`src/rtl/pstx_pkg.sv`:
```
package pstx_pkg;
  typedef enum logic {
    EDGE_SINGLE = 1'b0,
    EDGE_DOUBLE = 1'b1
  } edge_mode_e;
endpackage

```
`src/rtl/pstx_clk_phase.sv`:
```
module pstx_clk_phase (
  input  logic clk,
  input  logic rst_n,
  output logic mclk_q
);
  always_ff @(posedge clk) begin
    if (!rst_n) mclk_q <= 1'b0;
    else        mclk_q <= ~mclk_q;
  end

  // generated clock alternates every internal cycle
  assert_mclk_toggle_R5: assert property (@(posedge clk) disable iff (!rst_n)
    1'b1 |=> (mclk_q != $past(mclk_q)));
endmodule

```
`src/rtl/pstx_slot_seq.sv`:
```
module pstx_slot_seq
  import pstx_pkg::*;
#(
  parameter int SLOTS = 8,
  localparam int CNT_W = (SLOTS > 1) ? $clog2(SLOTS) : 1
) (
  input  logic       clk,
  input  logic       rst_n,
  input  logic       in_valid,
  input  edge_mode_e mode_in,
  input  logic       mclk_q,
  output logic       in_ready,
  output logic       load,
  output logic       shift,
  output logic       busy,
  output logic       first_slot,
  output edge_mode_e mode_q
);
  logic [CNT_W-1:0] cnt;
  logic             adv_ok;
  logic             start_ok;
  logic             last;

  // a slot may end on this edge: any edge in double mode, rising edge in single mode
  assign adv_ok     = busy ? ((mode_q == EDGE_DOUBLE) || !mclk_q) : 1'b1;
  assign start_ok   = (mode_in == EDGE_DOUBLE) || !mclk_q;
  assign last       = (cnt == CNT_W'(SLOTS - 1));
  assign in_ready   = adv_ok && start_ok && (!busy || last);
  assign load       = in_valid && in_ready;
  assign shift      = busy && adv_ok && !last;
  assign first_slot = busy && (cnt == '0);

  always_ff @(posedge clk) begin
    if (!rst_n) begin
      busy   <= 1'b0;
      cnt    <= '0;
      mode_q <= EDGE_SINGLE;
    end else if (load) begin
      busy   <= 1'b1;
      cnt    <= '0;
      mode_q <= mode_in;
    end else if (shift) begin
      cnt <= cnt + CNT_W'(1);
    end else if (busy && adv_ok && last) begin
      busy <= 1'b0;
    end
  end

  // captured mode holds for the rest of a word
  assert_mode_hold_R9: assert property (@(posedge clk) disable iff (!rst_n)
    (busy && (cnt != '0)) |-> $stable(mode_q));

  // a word only starts after a completed handshake
  assert_accept_handshake_R10: assert property (@(posedge clk) disable iff (!rst_n)
    $rose(busy) |-> $past(in_valid && in_ready));
endmodule

```
`src/rtl/pstx_pair_shift.sv`:
```
module pstx_pair_shift #(
  parameter int WORD_W = 16,
  parameter int PAIR_W = 2
) (
  input  logic              clk,
  input  logic              rst_n,
  input  logic              load,
  input  logic              shift,
  input  logic              busy,
  input  logic [WORD_W-1:0] din,
  output logic [PAIR_W-1:0] dout
);
  logic [WORD_W-1:0] shreg;

  always_ff @(posedge clk) begin
    if (!rst_n)     shreg <= '0;
    else if (load)  shreg <= din;
    else if (shift) shreg <= shreg << PAIR_W;
  end

  assign dout = busy ? shreg[WORD_W-1 -: PAIR_W] : '0;

  // top pair of a freshly accepted word is the first slot
  assert_msb_first_R2: assert property (@(posedge clk) disable iff (!rst_n)
    load |=> (dout == $past(din[WORD_W-1 -: PAIR_W])));
endmodule

```
`src/rtl/pair_stream_tx.sv`:
```
module pair_stream_tx
  import pstx_pkg::*;
#(
  parameter int WORD_W = 16,
  parameter int PAIR_W = 2,
  localparam int SLOTS = WORD_W / PAIR_W
) (
  input  logic              clk,
  input  logic              rst_n,
  input  logic              in_valid,
  output logic              in_ready,
  input  logic [WORD_W-1:0] in_data,
  input  logic              ddr_mode,
  output logic              mclk_out,
  output logic [PAIR_W-1:0] dout,
  output logic              word_start
);
  logic       load;
  logic       shift;
  logic       busy;
  edge_mode_e mode_q;

  pstx_clk_phase u_phase (
    .clk    (clk),
    .rst_n  (rst_n),
    .mclk_q (mclk_out)
  );

  pstx_slot_seq #(.SLOTS(SLOTS)) u_seq (
    .clk        (clk),
    .rst_n      (rst_n),
    .in_valid   (in_valid),
    .mode_in    (edge_mode_e'(ddr_mode)),
    .mclk_q     (mclk_out),
    .in_ready   (in_ready),
    .load       (load),
    .shift      (shift),
    .busy       (busy),
    .first_slot (word_start),
    .mode_q     (mode_q)
  );

  pstx_pair_shift #(.WORD_W(WORD_W), .PAIR_W(PAIR_W)) u_shift (
    .clk   (clk),
    .rst_n (rst_n),
    .load  (load),
    .shift (shift),
    .busy  (busy),
    .din   (in_data),
    .dout  (dout)
  );

  // single-edge words begin just after a rising master-clock edge
  assert_sdr_start_rise_R3: assert property (@(posedge clk) disable iff (!rst_n)
    ($rose(word_start) && (mode_q == EDGE_SINGLE)) |-> mclk_out);

  // in single-edge mode data holds across the falling master-clock edge
  assert_sdr_hold_R3: assert property (@(posedge clk) disable iff (!rst_n)
    (busy && $past(busy) && (mode_q == EDGE_SINGLE) && !mclk_out) |-> $stable(dout));

  // an idle bus carries no marker
  assert_idle_quiet_R7: assert property (@(posedge clk) disable iff (!rst_n)
    !busy |-> (!word_start && (dout == '0)));
endmodule

```
`config.mk`:
```
export PLATFORM = sky130hd
export DESIGN_NAME = pair_stream_tx
export DESIGN_NICKNAME = d
export VERILOG_FILES = /design/src/rtl/pstx_pkg.sv /design/src/rtl/pstx_clk_phase.sv /design/src/rtl/pstx_slot_seq.sv /design/src/rtl/pstx_pair_shift.sv /design/src/rtl/pair_stream_tx.sv
export SDC_FILE = /design/constraint.sdc
export NUM_CORES = 1
export LEC_CHECK = 0
export BUFFER_PORTS_ARGS = -buffer_cell sky130_fd_sc_hd__buf_2
export CAP_MARGIN = 40
export CORE_ASPECT_RATIO = 1.25
export CORE_UTILIZATION = 55
export CTS_BUF_LIST = sky130_fd_sc_hd__clkbuf_4
export CTS_CLUSTER_SIZE = 10
export DETAILED_ROUTE_END_ITERATION = 10
export PLACE_DENSITY = 0.85
export SLEW_MARGIN = 20
export SYNTH_ARGS = -nofsm -noshare
export SYNTH_HDL_FRONTEND = slang
export SYNTH_HIERARCHICAL = 1
export SYNTH_SLANG_ARGS = --single-unit
```
`constraint.sdc`:
```
create_clock -name clk -period 2.8 [get_ports clk]
set_clock_uncertainty 0.2 [all_clocks]
set_input_delay 0.42 -clock clk [delete_from_list [all_inputs] [get_ports clk]]
set_output_delay 0.42 -clock clk [all_outputs]
set_load 0.005 [all_outputs]
```
## After elaboration in Yosys (flattened, before gate mapping)

Cells that the tools add are included.

| word-level totals | value |
|---|---|
| bits in registers | 22 |
| bits in latches | 0 |
| memory bits (writable) | 0 |
| bits in read-only memories | 0 |
| logic and storage cells | 35 |
| memories | 0 |

| operators by class | value |
|---|---|
| add/sub/neg operators | 1 |
| multiply operators | 0 |
| divide/modulo/power cells | 0 |
| $lt $le $gt $ge | 0 |
| equal/unequal tests | 2 |
| shift operators | 0 |
| mux-type cells | 7 |
| bitwise gates (word level) | 2 |
| reductions and logical operators | 18 |

Operator list:

| cell | count |
|---|---|
| 2-to-1 mux 16 bit | 2 |
| logical AND 1 bit | 7 |
| 2-to-1 mux 1 bit | 4 |
| nonzero test 2 bit | 2 |
| adder 3 x 1 -> 3 bit, second input constant | 1 |
| == test 3 bit, second input constant | 1 |
| logical NOT 1 bit | 3 |
| logical NOT 3 bit | 1 |
| logical OR 1 bit | 3 |
| 2-to-1 mux 2 bit | 1 |
| inequality test 2 bit, second input constant | 1 |
| NOT 1 bit | 2 |
| AND reduction 2 bit | 1 |
| OR reduction 2 bit | 1 |

## Logic depth before layout (Yosys ltp)

Gate-level depths: netlist (run 1).

| depth | value |
|---|---|
| depth in word-level cells | 8 |
| gate-level depth with buffers | 9 |
| gate-level depth less buffers | 7 |

## By module

Netlist (run 1), hierarchy kept.

By module, submodules not included:

| module | times used | cells an instance | area each (sq um) | sequential area each (sq um) |
|---|---|---|---|---|
| pstx_pair_shift | 1 | 72 | 840.8 | 320.3 |
| pstx_slot_seq | 1 | 40 | 342.8 | 100.1 |
| pstx_clk_phase | 1 | 2 | 33.8 | 20.0 |

## Least setup slack after synthesis (run 1)

OpenSTA, ideal clock, no wires.

| timing path | value |
|---|---|
| kind | register to register |
| start point | register u_seq.cnt[0] |
| end point | register u_shift.shreg[10] |
| data arrival time | 1.717 ns |
| required time | 2.484 ns |
| path slack | 0.767 ns |
| stages on the path, launching flop included | 9 |
| clock period less this slack | 2.033 ns |
| path through | dfxtp_1 > ha_1 > ha_1 > nand2b_1 > nor2_1 > buf_6 > buf_12 > mux2_4 > o211a_1 |

| between the ends | value |
|---|---|
| elaborated cells between the ends (all ways) | 8 |

RTL lines:

| element | line | text |
|---|---|---|
| start: declaration | pstx_slot_seq.sv:19 | `logic [CNT_W-1:0] cnt;` |
| start signal: assignment | pstx_slot_seq.sv:43 | `cnt <= cnt + CNT_W'(1);` |
| == test 3 bit | pstx_slot_seq.sv:27 | `assign last = (cnt == CNT_W'(SLOTS - 1));` |
| logical NOT 1 bit | pstx_slot_seq.sv:30 | `assign shift = busy && adv_ok && !last;` |
| logical AND 1 bit | pstx_slot_seq.sv:30 |  |
| via shift | pair_stream_tx.sv:19 | `logic shift;` |
| nonzero test 2 bit (no source line) | n/a |  |
| end signal: assignment | pstx_pair_shift.sv:17 | `else if (load) shreg <= din;` |
| end signal: assignment | pstx_pair_shift.sv:18 | `else if (shift) shreg <= shreg << PAIR_W;` |
| end: declaration | pstx_pair_shift.sv:13 | `logic [WORD_W-1:0] shreg;` |

The timed path passes the listed nets, and every way through them passes these cells.
A chain may end at the register's enable or synchronous reset.

## Worst setup path in the final report (run 1)

| timing path | value |
|---|---|
| start point | register u_seq.cnt[1] |
| end point | output port in_ready |

| between the ends | value |
|---|---|
| cells in the longest elaborated chain, start to end | 3 |

RTL lines:

| element | line | text |
|---|---|---|
| == test 3 bit | pstx_slot_seq.sv:27 |  |
| logical OR 1 bit | pstx_slot_seq.sv:28 | `assign in_ready = adv_ok && start_ok && (!busy \|\| last);` |
| logical AND 1 bit | pstx_slot_seq.sv:28 |  |
| end: declaration | pair_stream_tx.sv:11 | `output logic in_ready,` |

No other way between the ends.

==> out/qor.yml, run 1 <==
outcome: "finished clean"
antenna_violations_before_repair: 0
number_of_detailed_route_iterations_in_the_first_pass: 6
final.min_clock_period_ns: 2.32
clk_transition_reported_paths_ns: 0.12
cp_max_fo: 6
synthXorXnorAreaFrac_pct: 0
arrival_ns: 1.70
drv_slew: 0
clock.fmax_mhz: 432
dpl_cell_area_sq_mm: 0.00132
path_common_cell: "sky130_fd_sc_hd__ha_1"
diodes: 0
sw_frac_of_total_pct: 25.4
worst_path_largest_cell_delay_ns: 0.39
rrSetupSlack_ns: 0.58
die_w_um: 44.1
synthArstFlopShare_pct: 0
fp.coreArea_sq_mm: 0.00203
detailroute.via_count: 905
cts_tree: "built"
die_outline_area_sq_mm: 0.00241
clk_latency_ns: 0.30
totalPowerFinal_uw: 627
worst_slew_pin_slew_ns: 0.506
synth_top_cell_by_area: "sky130_fd_sc_hd__dfxtp_1"
grt.total_usage_pct: 20.7
pin_count: 25
synth_compound_area_share_pct: 19.5
most_common_library_cells_after_synthesis: "sky130_fd_sc_hd__dfxtp_1, sky130_fd_sc_hd__nand2b_1, sky130_fd_sc_hd__o211a_1"
rsz0062_at_grt: "false"
holdCritPathClass: "primary input to flop"
clock_buffer_count_from_cts: 3
grt_max_degree: 33
wl_per_cell_um: 13.4
synthMostInstantiatedCell: "sky130_fd_sc_hd__dfxtp_1"
synth-simple-area-share_pct: 20.6
synth_fp_nets: 137
cellLeakagePower_nw: 0.707
postCtsSetupRepairBufs: 0
power_density_mw_per_mm2: 465
hold-worst-slack_ns: 0.168
muxShareOfSynthArea_pct: 15.4
p_comb_share_pct: 21.2
wirelength_mm: 2.10
internal-power_uw: 467
setup.worst_path.end_class: "primary output"
synthesis.area_sq_mm: 0.00122
first_global_vias: 869
synth_enable_flop_cells: 0
place_hpwl_mm: 1.55
layout-drive-gt1-share_pct: 38.0
cts_htree_levels: 1
stdcell_area_sq_mm: 0.00135
clk_path_buf_depth: 2
maxCapViolations: 0
yosys_most_used_dff: "sky130_fd_sc_hd__dfxtp_1"
setup_violations: 0
num-nets-final: 161
layout.core_utilization_pct: 66.5
summed_negative_setup_slack_over_all_endpoints_ns: 0
instances_no_fill: 157
synthToLayoutAreaGrowth_pct: 10.7
place.detailed.instances: 153
starting_density_of_the_core_pct: 60.1
pwr-share-clk_pct: 22.4
seq_area_frac_synth_pct: 36.2
placement.io_buffers: 24
ant_nets: 0
share_of_the_synthesized_area_in_the_top_cell_type_pct: 36.2
crit_path_top_delay_cell: "sky130_fd_sc_hd__dfxtp_1"
post_cts_resize_count: 0
netlist_instances: 114
seqPwrFrac_pct: 56.4
dp_worst_setup_slack_ns: 0.602
core.rowCount: 18
grt-ovfl-total: 0
synth.yosys.warnings: 6
die_y_um: 54.6
synth-seq-cells: 22
setup.worst_path.start_class: "flop"
share_of_the_clock_period_used_by_the_worst_path_pct: 82.7
dr.first_iter.drc_count: 17
syn-mean-instance-area_sq_um: 10.7
synthTopCellsByArea: "sky130_fd_sc_hd__dfxtp_1, sky130_fd_sc_hd__o211a_1, sky130_fd_sc_hd__mux2_4"
number_of_remaining_drc_errors: 0
setup_ws_ns: 0.485
synth_top_family_by_area: "simple AND/OR/NAND/NOR gates"
yosys.area_share.adder_pct: 3.08
cp.required_ns: 2.18
power_switching_uw: 159
hold_path_depth: 3
number_of_cells_on_the_worst_reg_to_reg_path: 7
grt_pass1_wl_mm: 3.54
cts-root-buf: "sky130_fd_sc_hd__clkbuf_4"
vias_per_cell: 5.76
worstPathCellList: "ha_1, ha_1, inv_1, o21ai_2, and2_2, buf_2"
gp_congestion: 0.888
report.final.hold_viol_count: 0
clock-sinks: 22
worstSetupPathType: "flop to primary output"
cts_hold_buf: 0
synth.lib_cells_used.distinct: 31
timing.slew.headroom_pct: 66.3
worst_ir_drop_vdd_uv: 332
## logic make-up after synthesis
| group | after synthesis |
|---|---|
| multiplexers | 14 |
| AO/OA/AOI/OAI | 27 |
| buffers and inverters | 10 |
| AND/OR/NAND/NOR | 38 |
| adder cells (fa/ha/maj) | 3 |
| flip-flops | 22 |
## cell usage in the layout (no fill, tap or decap), types with 2 or more instances in the layout
cell / synthesis / routed
sky130_fd_sc_hd__buf_2: 2 / 24
sky130_fd_sc_hd__dfxtp_1: 22 / 22
sky130_fd_sc_hd__nand2b_1: 18 / 18
sky130_fd_sc_hd__o211a_1: 14 / 14
sky130_fd_sc_hd__mux2_4: 8 / 8
sky130_fd_sc_hd__mux2_2: 6 / 6
sky130_fd_sc_hd__inv_1: 4 / 4
sky130_fd_sc_hd__nand2_1: 4 / 4
sky130_fd_sc_hd__o21ai_0: 4 / 4
sky130_fd_sc_hd__clkbuf_4: 0 / 3
sky130_fd_sc_hd__nand3_1: 3 / 3
sky130_fd_sc_hd__ha_1: 3 / 3
sky130_fd_sc_hd__and2_2: 2 / 2
sky130_fd_sc_hd__a21oi_1: 2 / 2
sky130_fd_sc_hd__a221oi_1: 2 / 2
sky130_fd_sc_hd__and2_1: 2 / 2
sky130_fd_sc_hd__or3b_1: 2 / 2
## state kept, by name, indices dropped and copies added (netlist names)
signal and count:
u_shift/shreg 16, u_seq/mode_q 1, u_phase/mclk_q 1, u_seq/cnt 3, u_seq/busy 1
## layer usage
metal,track usage [%],routed length [um],up-vias
met5,0,0,-
met4,13.1,27,0
met3,5.61,82,2
met2,36.3,1090,29
met1,21.7,904,426
li1,-,-,448
## worst paths after layout
| check | startpoint | to |
|---|---|---|
| max | u_seq/cnt[1]$_SDFFE_PP0P_ | in_ready |
| min reg2reg | u_seq/mode_q$_SDFFE_PN0P_ | u_seq/mode_q$_SDFFE_PN0P_ |
| max reg2reg | u_seq/cnt[0]$_SDFFE_PP0P_ | u_shift/shreg[3]$_SDFFE_PN0P_ |
| min | in_data[1] | u_shift/shreg[1]$_SDFFE_PN0P_ |
## area by class of cell
type / instances / area [sq um]
multi-input cells: 82 / 713
flip-flops and latches: 22 / 440
fillers: 179 / 679
inverters: 4 / 15.0
clock buffers: 3 / 22.5
clock inverters: 1 / 3.75
well taps: 20 / 25.0
repair buffers: 25 / 128
## critical path, delay by kind of cell, from the launching register on
kind,cells,cell delay (ns)
flip-flops,1,0.39
adder cells (fa/ha/maj),2,0.39
AO/OA/AOI/OAI,1,0.26
AND/OR/NAND/NOR,1,0.19
buffers and inverters,2,0.17
## power groups by stage
stage	registers, mW	logic (mW)	clock network [mW]
finish	0.353	0.133	0.140
global route	0.356	0.146	0.162
CTS	0.353	0.134	0.148
detailed placement	0.361	0.133	0
global placement	0.359	0.128	0
floorplan	0.356	0.109	0
Power figures use the tool's default switching activity.
==> inputs of run 2 (changes only) <==
Clock period 2.8 ns to 2.3 ns, I/O delays scaled along.
==> run 2 against run 1 <==
Critical path depth grew 1. Core utilization increased by 1.6 points. Via count down 0.99%. Sequential power up 22%. Largest cell class unchanged. Flip-flop and latch count unchanged. Routed wire length rose by 1.2%. Sequential share of layout area decreased by 0.68 points. Non-clock buffer count is 3 higher. Setup slack got worse by 0.38 ns. Final cell count increased by 1.3%. Power rose by 24%. First-iteration DRC count stayed put. Critical endpoint unchanged.
==> out/qor.yml, run 2 (synthesis results as in run 1) <==
cp_max_fo: 5
post_cts_resize_count: 0
grt.total_usage_pct: 19.8
final.min_clock_period_ns: 2.20
setup_ws_ns: 0.104
outcome: "finished clean"
clock.fmax_mhz: 455
arrival_ns: 1.65
number_of_remaining_drc_errors: 0
grt_max_degree: 25
hold-worst-slack_ns: 0.0684
holdCritPathClass: "primary input to flop"
reg_top3: "u_shift/shreg x16, u_seq/cnt x3"
pwr-share-clk_pct: 22.3
grt_pass1_wl_mm: 3.53
core.rowCount: 18
die_y_um: 54.6
setup_violations: 0
share_of_the_clock_period_used_by_the_worst_path_pct: 95.5
first_global_vias: 861
antenna_violations_before_repair: 0
setup.worst_path.start_class: "flop"
internal-power_uw: 575
fillers: 165
layout.core_utilization_pct: 68.1
instances_no_fill: 159
report.final.hold_viol_count: 0
rsz0062_at_grt: "false"
seqPwrFrac_pct: 55.6
summed_negative_setup_slack_over_all_endpoints_ns: 0
maxCapViolations: 0
cts-root-buf: "sky130_fd_sc_hd__clkbuf_4"
clock-sinks: 22
crit_path_top_delay_cell: "sky130_fd_sc_hd__dfxtp_1"
die_outline_area_sq_mm: 0.00241
drv_slew: 0
starting_density_of_the_core_pct: 60.1
place.detailed.instances: 156
ant_nets: 0
gp_congestion: 0.964
timing.critical_path.buf_inv: 3
p_comb_share_pct: 22.1
dr.first_iter.drc_count: 17
place_hpwl_mm: 1.58
postCtsSetupRepairBufs: 0
area_of_the_multi_input_gates_sq_um: 713
worstPathCellList: "ha_1, ha_1, inv_1, o21ai_2, buf_4, and2_2, buf_2"
sw_frac_of_total_pct: 25.7
cp.required_ns: 1.75
cts_hold_buf: 0
totalPowerFinal_uw: 775
stdcell_area_sq_mm: 0.00138
clk_transition_reported_paths_ns: 0.12
layout-drive-gt1-share_pct: 40.3
pin_count: 25
synthToLayoutAreaGrowth_pct: 13.4
power_density_mw_per_mm2: 562
cts_tree: "built"
clk_path_buf_depth: 2
dpl_cell_area_sq_mm: 0.00136
worst_path_largest_cell_delay_ns: 0.34
cts_htree_levels: 1
number_of_flip_flops_in_the_largest_register: 16
dp_worst_setup_slack_ns: 0.185
setup.worst_path.end_class: "primary output"
worst_slew_pin_slew_ns: 0.311
wl_per_cell_um: 13.4
vias_per_cell: 5.64
top_register: "u_shift/shreg"
diodes: 0
number_of_detailed_route_iterations_in_the_first_pass: 6
crit_family: "adder cells"
grt-ovfl-total: 0
path_common_cell: "sky130_fd_sc_hd__ha_1"
num-nets-final: 164
detailroute.via_count: 896
clk_latency_ns: 0.30
clock_buffer_count_from_cts: 3
placement.io_buffers: 24
area_of_all_sequential_standard_cells_sq_um: 442
power_switching_uw: 200
worst_ir_drop_vdd_uv: 457
cellLeakagePower_nw: 0.725
worstSetupPathType: "flop to primary output"
layout.cells.most_common: "sky130_fd_sc_hd__buf_2"
wirelength_mm: 2.13
most-common-layout-cells: "sky130_fd_sc_hd__buf_2, sky130_fd_sc_hd__dfxtp_1, sky130_fd_sc_hd__nand2b_1"
fp.coreArea_sq_mm: 0.00203
timing.slew.headroom_pct: 79.3
die_w_um: 44.1
## run 2: cell count changes in the layout (fill, tap and decap cells not counted), sizes merged
cell / previous run / this run
buf: 25 / 28
clkinv: 1 / 0
## run 2: worst reg2reg max path: stages (launching register included)
cell and delay [ns]:
sky130_fd_sc_hd__dfxtp_1 0.34, sky130_fd_sc_hd__ha_1 0.20, sky130_fd_sc_hd__ha_1 0.22, sky130_fd_sc_hd__nand2b_1 0.19
sky130_fd_sc_hd__nor2_1 0.14, sky130_fd_sc_hd__buf_4 0.20, sky130_fd_sc_hd__mux2_2 0.35, sky130_fd_sc_hd__o211a_1 0.20
## run 2: worst paths after layout
kind                                   from                             end  slack (ns)  cells past startpoint
hold reg to reg   u_seq/mode_q$_SDFFE_PN0P_       u_seq/mode_q$_SDFFE_PN0P_        0.31                      2
setup reg to reg  u_seq/cnt[0]$_SDFFE_PP0P_  u_shift/shreg[15]$_SDFFE_PN0P_        0.17                      7
setup / recovery  u_seq/cnt[0]$_SDFFE_PP0P_                        in_ready        0.10                      7
hold / removal                   in_data[0]   u_shift/shreg[0]$_SDFFE_PN0P_        0.07                      3
## run 2: final cells by class
cell class,instances,share of cell area (%)
repair buffers,28,11.8
inverters,4,1.09
clock buffers,3,1.63
flip-flops and latches,22,32.0
multi-input cells,82,51.7
well taps,20,1.81
## run 2: power groups by stage
stage          clock network [mW]  registers, mW  logic, mW
3_5_place_dp                    0          0.440      0.171
2_1_floorplan                   0          0.433      0.133
5_1_grt                     0.199          0.435      0.187
3_3_place_gp                    0          0.437      0.165
6_report                    0.173          0.431      0.171
4_1_cts                     0.183          0.431      0.172
## run 2: routing by layer
layer  share of wire, %  global-route usage, %  wire [um]
met4               0.61                   11.1         13
met2                 51                   34.6       1090
met3                2.7                   1.98         57
met5                  0                      0          0
met1                 45                   23.7        964
